===== config.mk =====
export PLATFORM = sky130hd
export DESIGN_NAME = dcount_timer
export DESIGN_NICKNAME = d
export VERILOG_FILES = /design/src/rtl/dcount_timer_pkg.sv /design/src/rtl/dcount_prescale.sv /design/src/rtl/dcount_channel.sv /design/src/rtl/dcount_timer.sv
export SDC_FILE = /design/constraint.sdc
export NUM_CORES = 2
export LEC_CHECK = 0
export BUFFER_PORTS_ARGS = -buffer_cell sky130_fd_sc_hd__buf_4
export CORE_AREA = 5 5 341 343
export CTS_CLUSTER_SIZE = 16
export DETAILED_ROUTE_END_ITERATION = 10
export DIE_AREA = 0 0 346 348
export SYNTH_ARGS = -nofsm -noshare
export SYNTH_HDL_FRONTEND = slang
export SYNTH_SLANG_ARGS = --single-unit

===== constraint.sdc =====
create_clock -name clk_i -period 3.6 [get_ports clk_i]
set_clock_uncertainty 0.1 [all_clocks]
set_input_delay 0 -clock clk_i [delete_from_list [all_inputs] [get_ports clk_i]]
set_output_delay 0 -clock clk_i [all_outputs]
set_load 0.05 [all_outputs]

===== src/rtl/dcount_timer_pkg.sv =====
package dcount_timer_pkg;
  localparam int unsigned PSC_W        = 3;
  localparam int unsigned CTRL_EN      = 0;
  localparam int unsigned CTRL_RLD     = 1;
  localparam int unsigned CTRL_PSC_LSB = 4;
  localparam int unsigned CTRL_OS      = 7;

  localparam int unsigned OFS_IEN      = 'h00;
  localparam int unsigned OFS_STS      = 'h04;
  localparam int unsigned CH_STRIDE    = 'h20;
  localparam int unsigned OFS_CTRL     = 'h10;
  localparam int unsigned OFS_IVL_LO   = 'h14;
  localparam int unsigned OFS_IVL_HI   = 'h18;
  localparam int unsigned OFS_CNT_LO   = 'h1c;
  localparam int unsigned OFS_CNT_HI   = 'h20;
endpackage


===== src/rtl/dcount_prescale.sv =====
module dcount_prescale #(
  parameter int unsigned PSC_W = 3
) (
  input  logic             clk_i,
  input  logic             rst_ni,
  input  logic             tick_en_i,
  input  logic             clr_i,
  input  logic [PSC_W-1:0] psc_i,
  output logic             tick_o
);
  localparam int unsigned DIV_W = (1 << PSC_W) - 1;

  logic [DIV_W-1:0] pc_q;
  logic [DIV_W-1:0] mask;

  always_comb begin
    for (int i = 0; i < DIV_W; i++) mask[i] = (i < int'(psc_i));
  end

  assign tick_o = tick_en_i & ((pc_q & mask) == mask);

  always_ff @(posedge clk_i or negedge rst_ni) begin
    if (!rst_ni)        pc_q <= '0;
    else if (clr_i)     pc_q <= '0;
    else if (tick_en_i) pc_q <= pc_q + DIV_W'(1);
  end

  // with a divider above 1, two ticks never come back to back
  a_r4_tick_spacing: assert property (@(posedge clk_i) disable iff (!rst_ni)
    (tick_o && psc_i != '0) |=> (!tick_o || psc_i == '0));
endmodule


===== src/rtl/dcount_channel.sv =====
module dcount_channel
  import dcount_timer_pkg::*;
#(
  parameter int unsigned DATA_W   = 32,
  parameter int unsigned STOP_CYC = 2
) (
  input  logic                clk_i,
  input  logic                rst_ni,
  input  logic                tick_en_i,
  input  logic                ctrl_we_i,
  input  logic                ivl_lo_we_i,
  input  logic                ivl_hi_we_i,
  input  logic [DATA_W-1:0]   wdata_i,
  output logic [DATA_W-1:0]   ctrl_o,
  output logic [2*DATA_W-1:0] ivl_o,
  output logic [2*DATA_W-1:0] cnt_o,
  output logic                expire_o
);
  localparam int unsigned CNT_W  = 2 * DATA_W;
  localparam int unsigned STOP_W = $clog2(STOP_CYC + 1);

  logic              en_q, os_q;
  logic [PSC_W-1:0]  psc_q;
  logic [STOP_W-1:0] stop_q;
  logic [CNT_W-1:0]  cnt_q, ivl_q;
  logic              active, wr_load, ptick, last;

  assign active  = en_q | (stop_q != '0);
  assign wr_load = ctrl_we_i & wdata_i[CTRL_EN] & wdata_i[CTRL_RLD];
  assign last    = (cnt_q[CNT_W-1:1] == '0);

  dcount_prescale #(.PSC_W(PSC_W)) i_prescale (
    .clk_i    (clk_i),
    .rst_ni   (rst_ni),
    .tick_en_i(tick_en_i & active & ~ctrl_we_i),
    .clr_i    (wr_load),
    .psc_i    (psc_q),
    .tick_o   (ptick)
  );

  assign expire_o = ptick & last;

  always_ff @(posedge clk_i or negedge rst_ni) begin
    if (!rst_ni) begin
      en_q   <= 1'b0;
      os_q   <= 1'b0;
      psc_q  <= '0;
      stop_q <= '0;
      cnt_q  <= '0;
      ivl_q  <= '0;
    end else begin
      if (ivl_lo_we_i) ivl_q[DATA_W-1:0]     <= wdata_i;
      if (ivl_hi_we_i) ivl_q[CNT_W-1:DATA_W] <= wdata_i;
      if (ctrl_we_i) begin
        psc_q <= wdata_i[CTRL_PSC_LSB +: PSC_W];
        os_q  <= wdata_i[CTRL_OS];
        en_q  <= wdata_i[CTRL_EN];
        if (wr_load) cnt_q <= ivl_q;
        if (wdata_i[CTRL_EN]) stop_q <= '0;
        else if (en_q)        stop_q <= STOP_W'(STOP_CYC);  // drain window
      end else begin
        if (tick_en_i && stop_q != '0) stop_q <= stop_q - STOP_W'(1);
        if (ptick) begin
          if (last) begin
            if (os_q) begin
              cnt_q  <= '0;
              en_q   <= 1'b0;
              stop_q <= '0;
            end else begin
              cnt_q <= ivl_q;
            end
          end else begin
            cnt_q <= cnt_q - CNT_W'(1);
          end
        end
      end
    end
  end

  always_comb begin
    ctrl_o                          = '0;
    ctrl_o[CTRL_EN]                 = en_q;
    ctrl_o[CTRL_PSC_LSB +: PSC_W]   = psc_q;
    ctrl_o[CTRL_OS]                 = os_q;
  end

  assign ivl_o = ivl_q;
  assign cnt_o = cnt_q;

  a_r3_load_copies: assert property (@(posedge clk_i) disable iff (!rst_ni)
    wr_load |=> (cnt_q == $past(ivl_q)) && en_q);
  a_r5_periodic_reload: assert property (@(posedge clk_i) disable iff (!rst_ni)
    (expire_o && !os_q) |=> cnt_q == $past(ivl_q));
  a_r6_oneshot_halt: assert property (@(posedge clk_i) disable iff (!rst_ni)
    (expire_o && os_q) |=> (cnt_q == '0) && !en_q);
  a_r9_frozen_when_idle: assert property (@(posedge clk_i) disable iff (!rst_ni)
    (!active && !ctrl_we_i) |=> $stable(cnt_q));
endmodule


===== src/rtl/dcount_timer.sv =====
module dcount_timer
  import dcount_timer_pkg::*;
#(
  parameter int unsigned N_CH     = 4,
  parameter int unsigned DATA_W   = 32,
  parameter int unsigned STOP_CYC = 2,
  parameter int unsigned ADDR_W   = $clog2(CH_STRIDE * N_CH + OFS_CNT_HI + 4)
) (
  input  logic              clk_i,
  input  logic              rst_ni,
  input  logic              tick_en_i,
  input  logic              reg_we_i,
  input  logic              reg_re_i,
  input  logic [ADDR_W-1:0] reg_addr_i,
  input  logic [DATA_W-1:0] reg_wdata_i,
  output logic [DATA_W-1:0] reg_rdata_o,
  output logic              irq_o
);
  localparam int unsigned CNT_W = 2 * DATA_W;

  logic [N_CH-1:0]   ien_q, sts_q, expire, sts_clr;
  logic [N_CH-1:0]   sel_ctrl, sel_ivl_lo, sel_ivl_hi, sel_cnt_lo, sel_cnt_hi;
  logic [DATA_W-1:0] ctrl_rd  [N_CH];
  logic [CNT_W-1:0]  ivl_rd   [N_CH];
  logic [CNT_W-1:0]  cnt_rd   [N_CH];
  logic [DATA_W-1:0] shadow_q [N_CH];
  logic [DATA_W-1:0] rd_val, rdata_q;
  logic              sel_ien, sel_sts;

  assign sel_ien = (reg_addr_i == ADDR_W'(OFS_IEN));
  assign sel_sts = (reg_addr_i == ADDR_W'(OFS_STS));
  assign sts_clr = (reg_we_i && sel_sts) ? reg_wdata_i[N_CH-1:0] : '0;

  for (genvar n = 0; n < N_CH; n++) begin : g_ch
    localparam int unsigned BASE = CH_STRIDE * n;
    assign sel_ctrl[n]   = (reg_addr_i == ADDR_W'(BASE + OFS_CTRL));
    assign sel_ivl_lo[n] = (reg_addr_i == ADDR_W'(BASE + OFS_IVL_LO));
    assign sel_ivl_hi[n] = (reg_addr_i == ADDR_W'(BASE + OFS_IVL_HI));
    assign sel_cnt_lo[n] = (reg_addr_i == ADDR_W'(BASE + OFS_CNT_LO));
    assign sel_cnt_hi[n] = (reg_addr_i == ADDR_W'(BASE + OFS_CNT_HI));

    dcount_channel #(.DATA_W(DATA_W), .STOP_CYC(STOP_CYC)) i_channel (
      .clk_i      (clk_i),
      .rst_ni     (rst_ni),
      .tick_en_i  (tick_en_i),
      .ctrl_we_i  (reg_we_i & sel_ctrl[n]),
      .ivl_lo_we_i(reg_we_i & sel_ivl_lo[n]),
      .ivl_hi_we_i(reg_we_i & sel_ivl_hi[n]),
      .wdata_i    (reg_wdata_i),
      .ctrl_o     (ctrl_rd[n]),
      .ivl_o      (ivl_rd[n]),
      .cnt_o      (cnt_rd[n]),
      .expire_o   (expire[n])
    );

    always_ff @(posedge clk_i or negedge rst_ni) begin
      if (!rst_ni)                       shadow_q[n] <= '0;
      else if (reg_re_i && sel_cnt_lo[n]) shadow_q[n] <= cnt_rd[n][CNT_W-1:DATA_W];
    end

    // expiry wins over a same-cycle clear
    a_r7_pending_set: assert property (@(posedge clk_i) disable iff (!rst_ni)
      expire[n] |=> sts_q[n]);
    a_r7_pending_clear: assert property (@(posedge clk_i) disable iff (!rst_ni)
      (sts_clr[n] && !expire[n]) |=> !sts_q[n]);
    a_r10_shadow_capture: assert property (@(posedge clk_i) disable iff (!rst_ni)
      (reg_re_i && sel_cnt_lo[n]) |=> shadow_q[n] == $past(cnt_rd[n][CNT_W-1:DATA_W]));
  end

  always_ff @(posedge clk_i or negedge rst_ni) begin
    if (!rst_ni) begin
      ien_q <= '0;
      sts_q <= '0;
    end else begin
      if (reg_we_i && sel_ien) ien_q <= reg_wdata_i[N_CH-1:0];
      sts_q <= (sts_q & ~sts_clr) | expire;
    end
  end

  always_comb begin
    rd_val = '0;
    if (sel_ien) rd_val[N_CH-1:0] = ien_q;
    if (sel_sts) rd_val[N_CH-1:0] = sts_q;
    for (int n = 0; n < N_CH; n++) begin
      if (sel_ctrl[n])   rd_val = ctrl_rd[n];
      if (sel_ivl_lo[n]) rd_val = ivl_rd[n][DATA_W-1:0];
      if (sel_ivl_hi[n]) rd_val = ivl_rd[n][CNT_W-1:DATA_W];
      if (sel_cnt_lo[n]) rd_val = cnt_rd[n][DATA_W-1:0];
      if (sel_cnt_hi[n]) rd_val = shadow_q[n];
    end
  end

  always_ff @(posedge clk_i or negedge rst_ni) begin
    if (!rst_ni)       rdata_q <= '0;
    else if (reg_re_i) rdata_q <= rd_val;
  end

  assign reg_rdata_o = rdata_q;
  assign irq_o       = |(sts_q & ien_q);

  a_r8_irq_needs_pending: assert property (@(posedge clk_i) disable iff (!rst_ni)
    irq_o |-> (sts_q != '0) && (ien_q != '0));
endmodule


# ---- Word-level counts from Yosys, hierarchy flattened
# Index checks and enable logic that the tools add are counted.
dict set report word_totals {
  regBits 736
  latch_bits 0
  ramBits 0
  romBits 0
  input_bits 45
  elab_cells 303
  memories 0
}
dict set report classes {
  add_sub_neg 12
  mul 0
  div_mod_pow 0
  order_cmp 28
  n_eq_ne 33
  n_shift 0
  n_mux 95
  bitwise_logic 52
  n_reduce_logical 44
}
# op count
set ops {}
lappend ops {{two-way mux 64 bit} 20}
lappend ops {{two-way mux 32 bit} 19}
lappend ops {{subtractor 64 x 1 -> 64 bit (second input constant)} 4}
lappend ops {{logical NOT 63 bit} 4}
lappend ops {{equality test 8 x 7 -> 1 bit (second input constant)} 10}
lappend ops {{two-way mux 2 bit} 28}
lappend ops {{two-way mux 7 bit} 8}
lappend ops {{equality test 8 x 6 -> 1 bit (second input constant)} 5}
lappend ops {{nonzero test 2 bit} 20}
lappend ops {{AND 1 bit} 36}
lappend ops {{less-than comparator 3 bit (first input constant)} 12}
lappend ops {{equality test 8 x 5 -> 1 bit (second input constant)} 4}
lappend ops {{adder 7 x 1 -> 7 bit (second input constant)} 4}
lappend ops {{AND 7 bit} 4}
lappend ops {{equality test 7 bit} 4}
lappend ops {{less-than comparator 1 x 3 -> 1 bit (first input constant)} 8}
lappend ops {{less-than comparator 2 x 3 -> 1 bit (first input constant)} 8}
lappend ops {{two-way mux 1 bit} 16}
lappend ops {{two-way mux 4 bit} 3}
lappend ops {{inequality test 3 bit (second input constant)} 4}
lappend ops {{AND reduction 3 bit} 4}
lappend ops {{logical AND 1 bit} 10}
lappend ops {{AND 4 bit} 2}
lappend ops {{equality test 8 x 3 -> 1 bit (second input constant)} 1}
lappend ops {{other kinds (11)} 26}

# ---- Logic depth before layout (Yosys ltp)
dict set report depth {
  ltp_word 23
  depth_mapped 12
  depth_no_buf 9
}

# ---- Modules after synthesis
# Synthesis repeated with hierarchy kept, for this count alone.
dict set report hier_totals {
  cells_unflattened 4331
  area_unflattened_um2 42776.0
}
# module instances cells_each area_per_inst_um2 seq_area_each_um2
set modules_own_cells {}
lappend modules_own_cells {{dcount_channel (g_ch[0].i_channel ...)} 3 673 7085.5 3378.2}
lappend modules_own_cells {dcount_timer 1 1440 12813.5 4204.0}
lappend modules_own_cells {{dcount_channel (g_ch[3].i_channel)} 1 712 7218.2 3378.2}
lappend modules_own_cells {{dcount_prescale (g_ch[0].i_channel.i_prescale ...)} 3 40 371.6 175.2}
lappend modules_own_cells {{dcount_prescale (g_ch[3].i_channel.i_prescale)} 1 40 372.9 175.2}

# ---- Worst setup path before layout
# Ideal clock, no wire load.
dict set report synth_timing {
  kind {flip-flop to flip-flop}
  from {register g_ch[2].i_channel.cnt_q[0]}
  to {register g_ch[2].i_channel.cnt_q[62]}
  arrival_time_ns 2.854
  t_required_ns 3.433
  path_slack_ns 0.579
  stages_incl_launch_ff 10
  path_buffers 0
  synth_period_minus_slack_ns 3.021
  path_cell_list {dfrtp_1 inv_1 ha_1 or4b_1 nor4_2 nand4_1 nor3_1 nor3b_1 a22oi_1 nand2_1}
}
dict set report synth_via {
  elab_chain_cells 4
}
# item line_no
set synth_lines {}
lappend synth_lines {{start, declared} dcount_channel.sv:25} ;# logic [CNT_W-1:0] cnt_q, ivl_q;
lappend synth_lines {{start signal, assigned} dcount_channel.sv:58} ;# if (wr_load) cnt_q <= ivl_q;
lappend synth_lines {{start signal, assigned} dcount_channel.sv:70} ;# cnt_q <= ivl_q;
lappend synth_lines {{start signal, assigned} dcount_channel.sv:73} ;# cnt_q <= cnt_q - CNT_W'(1);
lappend synth_lines {{subtractor 64 x 1 -> 64 bit} dcount_channel.sv:73}
lappend synth_lines {{two-way mux 64 bit} dcount_channel.sv:64} ;# if (last) begin
lappend synth_lines {{two-way mux 64 bit} dcount_channel.sv:63} ;# if (ptick) begin
lappend synth_lines {{two-way mux 64 bit} dcount_channel.sv:54} ;# if (ctrl_we_i) begin
# No other way between the ends. The select of a mux whose other input is x is not followed.
# A chain may end at the register's enable or synchronous reset.

# ---- Worst setup path after layout
dict set report layout_timing {
  from {register g_ch[1].i_channel.cnt_q[41]}
  to {register g_ch[1].i_channel.cnt_q[28]}
}
dict set report layout_via {
  elab_chain_cells 4
}
# item line_no
set layout_lines {}
lappend layout_lines {{start, declared} dcount_channel.sv:25}
lappend layout_lines {{start signal, assigned} dcount_channel.sv:58}
lappend layout_lines {{start signal, assigned} dcount_channel.sv:70}
lappend layout_lines {{start signal, assigned} dcount_channel.sv:73}
lappend layout_lines {{logical NOT 63 bit} dcount_channel.sv:30} ;# assign last = (cnt_q[CNT_W-1:1] == '0);
lappend layout_lines {{two-way mux 64 bit} dcount_channel.sv:64}
lappend layout_lines {{two-way mux 64 bit} dcount_channel.sv:63}
lappend layout_lines {{two-way mux 64 bit} dcount_channel.sv:54}
# No other way between the ends. The select of a mux whose other input is x is not followed.

==> summary.md <==
| Metric | Value |
|---|---|
| Die area | 120000 µm² |
| Min Tclk post-route | 3.42 ns |
| Placed insts | 5586 |
| Post-DP HPWL | 105000 µm |
| Site Rows | 124 |
| ANT nets after route | 0 |
| Core ar. | 113000 µm² |
| CTS root buf | clkbuf_16 |
| Worst Reg2Reg Path Length in Cells | 7 |
| Commonest non-fill, non-tap cell in the layout | dfrtp_1 |
| Tot GR Track Use | 0.232 |
| Worst Hold End | g_ch[0].i_channel.i_prescale.pc_q[2]$_DFFE_PN0P_ |
| DR vias/cell | 6.11 |
| Power per cell area | 509 nW/µm² |
| Share of cells above drive strength 1 | 0.205 |
| CTS tree | built |
| Final setup viols | 0 |
| Crit Path Category | reg2reg |
| Crit. End Element | flop |
| Synthesized flop and latch total | 736 |
| Max Root-Sink Buffers | 3 |
| Post-synth cell types | 84 |
| RSZ-0062 raised after global routing | no |
| First-pass GRT wire length | 219000 µm |
| Peak Freq | 293 MHz |
| DRC errors left | 0 |
| Max Cap Viol | 0 |
| Hold path start | reg_addr_i[7] |
| Post-CTS setup buffers | 0 |
| Worst flop-to-flop path endpoint | g_ch[1].i_channel.cnt_o[28]$_DFFE_PN0P_ |
| Critical Path Start | g_ch[1].i_channel.cnt_o[41]$_DFFE_PN0P_ |
| Nets | 4267 |
| Max-slew violation count | 0 |
| TNS Setup | 0 ns |
| Initial core utilization | 0.345 |
| Die H | 348 µm |
| Cell count after synthesis | 4079 |
| Worst Hold Class | in2reg |
| Non-Filler Instances | 5790 |
| Period utilization | 0.949 |
| Final wirelength | 145000 µm |
| Worst Max-Slew Pin Slew | 1.19 ns |
| Peak VDD IR | 0.306 mV |
| Crit path cell chain | nor4_1 > nand4_1 > or4_1 > o21ai_4 > buf_4 > o21ai_0 > a221o_1 |
| Delay-heaviest family, CP | simple AND/OR/NAND/NOR gates |
| Worst R2R Setup Slack | 0.18 ns |
| P&R area growth vs syn | 17.3% |
| Sink Count | 736 |
| Endpoints failing hold | 0 |
| # port buffers | 77 |
| Max_slew headroom | 0.207 |
| Congestion Overflow GR | 0 |
| Initial DRC count | 4468 |
| Total CTS buffers | 84 |
| Die width | 346 µm |
| Initial antenna violation count | 9 |
| Drt pass-1 iters | 6 |
| Startpoint Class | flop |
| Routability congestion estimate | 0.912 |
| Critical path fanouts, max | 26 |
| Asr flop ratio synth | 1.00 |
| Critical path data arrival time | 3.86 ns |
| Vias in the first global route | 33600 |
| Leak | 20.3 nW |
| Ys flop type | dfrtp_1 |
| Reg2Reg Launch Point | g_ch[1].i_channel.cnt_o[41]$_DFFE_PN0P_ |
| Worst Hold Depth | 5 |
| Post-synth EDFFs | 0 |
| Synth Area per Inst | 9.58 µm² |
| Clock-pin slew on the worst setup and hold paths | 0.06 ns |
| Clock Latency Late Sink | 0.67 ns |
| Largest net degree at the start of global routing | 136 |
| WP buf/inv | 1 |
| Synth warn | 0 |
| Most frequent cells in the layout | 736 x dfrtp_1, 439 x o21ai_0, 380 x nand2_1, 380 x mux2_2, 333 x nor2_1 |
| IO Pins | 78 |
| Crit path largest cell delay | 0.72 ns |
| Critical-path top delay cell | or4_1 |
| Post-Syn Nets | 4136 |
| Cell Area, Synth | 39100 µm² |
| H-tree levels | 3 |
| Via count | 35400 |
| Total power | 23.3 mW |
| DR WL/cell | 25.0 µm |
| Status | finished clean |
| CP required | 4.04 ns |
| Sequential fraction of the synthesis area | 0.471 |
## timing repair
action / in CTS / in global routing
hold endpoints to repair: 928 / 0
resized for setup: 0 / 1
endpoints found under the setup margin: 0 / 1
hold buffers: 50 / 0
## worst reg2reg max path, stage by stage (launching register included)
cell,delay (ns)
dfrtp_1,0.45
nor4_1,0.64
nand4_1,0.24
or4_1,0.72
o21ai_4,0.34
buf_4,0.36
o21ai_0,0.15
a221o_1,0.31
## per-layer routing
layer | global-route usage | vias to the layer above | wire length, µm
li1 | - | 15600 | -
met1 | 0.332 | 17600 | 62500
met2 | 0.356 | 1830 | 64000
met3 | 0.0464 | 297 | 13200
met4 | 0.0721 | 2 | 4880
met5 | 0 | - | 13
## final cells by class
cell class / instances / area [µm²]
Antenna cell: 3 / 7.51
Inverter: 58 / 218
Clock inverter: 27 / 345
Fill cell: 11200 / 67400
Timing Repair Buffer: 340 / 2970
Tap cell: 1512 / 1890
Clock buffer: 124 / 2490
Multi-Input combinational cell: 2990 / 19500
Sequential cell: 736 / 18400
## report_power, final
part           internal, mW  leakage [nW]  total [mW]  switching (mW)
Clock                  5.18          1.40        8.87            3.69
Combinational          1.63          8.95        4.45            2.82
Sequential             9.00          9.98        10.0            1.01
Total                  15.8          20.3        23.3            7.52
## logic make-up (layout without fill, tap and decap cells)
family / after synthesis / after routing / share of synthesized area
compound gates: 1303 / 1303 / 0.214
simple gates: 1260 / 1260 / 0.156
flops: 736 / 736 / 0.471
mux: 392 / 392 / 0.114
buf+inv: 353 / 549 / 0.0356
xor+xnor: 23 / 23 / 0.00515
fa+ha+maj: 12 / 12 / 0.00384
other cells: 0 / 3 / 0
## through the flow
| step | worst slack, ns | instance area (µm²) | utilization | hold slack, ns |
|---|---|---|---|---|
| floorplan | 0.579 | 39100 | - | -0.396 |
| global placement | 0.207 | 42500 | 0.375 | -0.0675 |
| detailed placement | 0.186 | 42500 | 0.375 | -0.0681 |
| CTS | 0.167 | 45800 | 0.404 | 0.0170 |
| global route | 0.0134 | 45800 | 0.405 | 0.0867 |
| finish | 0.182 | 45800 | 0.405 | 0.0717 |
## cells in the mapped netlist (32+ instances only)
library cell / instances / area, µm²
o22ai_1: 35 / 219
and3_1: 38 / 238
o21ai_0: 441 / 2210
nor4_1: 69 / 432
nor3_1: 110 / 551
buf_1: 32 / 120
a21oi_1: 294 / 1470
inv_1: 58 / 218
a32oi_1: 66 / 578
nand4_1: 37 / 231
mux2_2: 380 / 4280
or3_1: 50 / 313
nand2_1: 380 / 1430
a221o_1: 51 / 510
o211ai_1: 44 / 330
or4_1: 34 / 255
a22oi_1: 85 / 638
dfrtp_1: 736 / 18400
nand3_1: 78 / 390
nor2_1: 338 / 1270
o221ai_1: 42 / 368
buf_2: 39 / 195
clkbuf_1: 220 / 826
## worst max path at each step
| stage | endpoint | slack, ns | cells past startpoint |
|---|---|---|---|
| after floorplan | g_ch[2].i_channel.cnt_o[62]$_DFFE_PN0P_ | 0.58 | 9 |
| after global placement | g_ch[3].i_channel.cnt_o[49]$_DFFE_PN0P_ | 0.21 | 7 |
| after detailed placement | g_ch[0].i_channel.cnt_o[58]$_DFFE_PN0P_ | 0.19 | 8 |
| after CTS | g_ch[3].i_channel.cnt_o[34]$_DFFE_PN0P_ | 0.17 | 10 |
| after global routing | g_ch[0].i_channel.cnt_o[22]$_DFFE_PN0P_ | 0.01 | 10 |
| final | g_ch[1].i_channel.cnt_o[28]$_DFFE_PN0P_ | 0.18 | 7 |
## flip-flops by register name, summed over array words and instances, names as in the netlist, 8 cells and up
| signal | count |
|---|---|
| g_ch.i_channel.cnt_o | 256 |
| g_ch.i_channel.ivl_o | 256 |
| shadow_q | 128 |
| reg_rdata_o | 32 |
| g_ch.i_channel.i_prescale.pc_q | 28 |
| g_ch.i_channel.psc_q | 12 |
| g_ch.i_channel.stop_q | 8 |
Note: power is estimated with default switching activity, not from simulation.
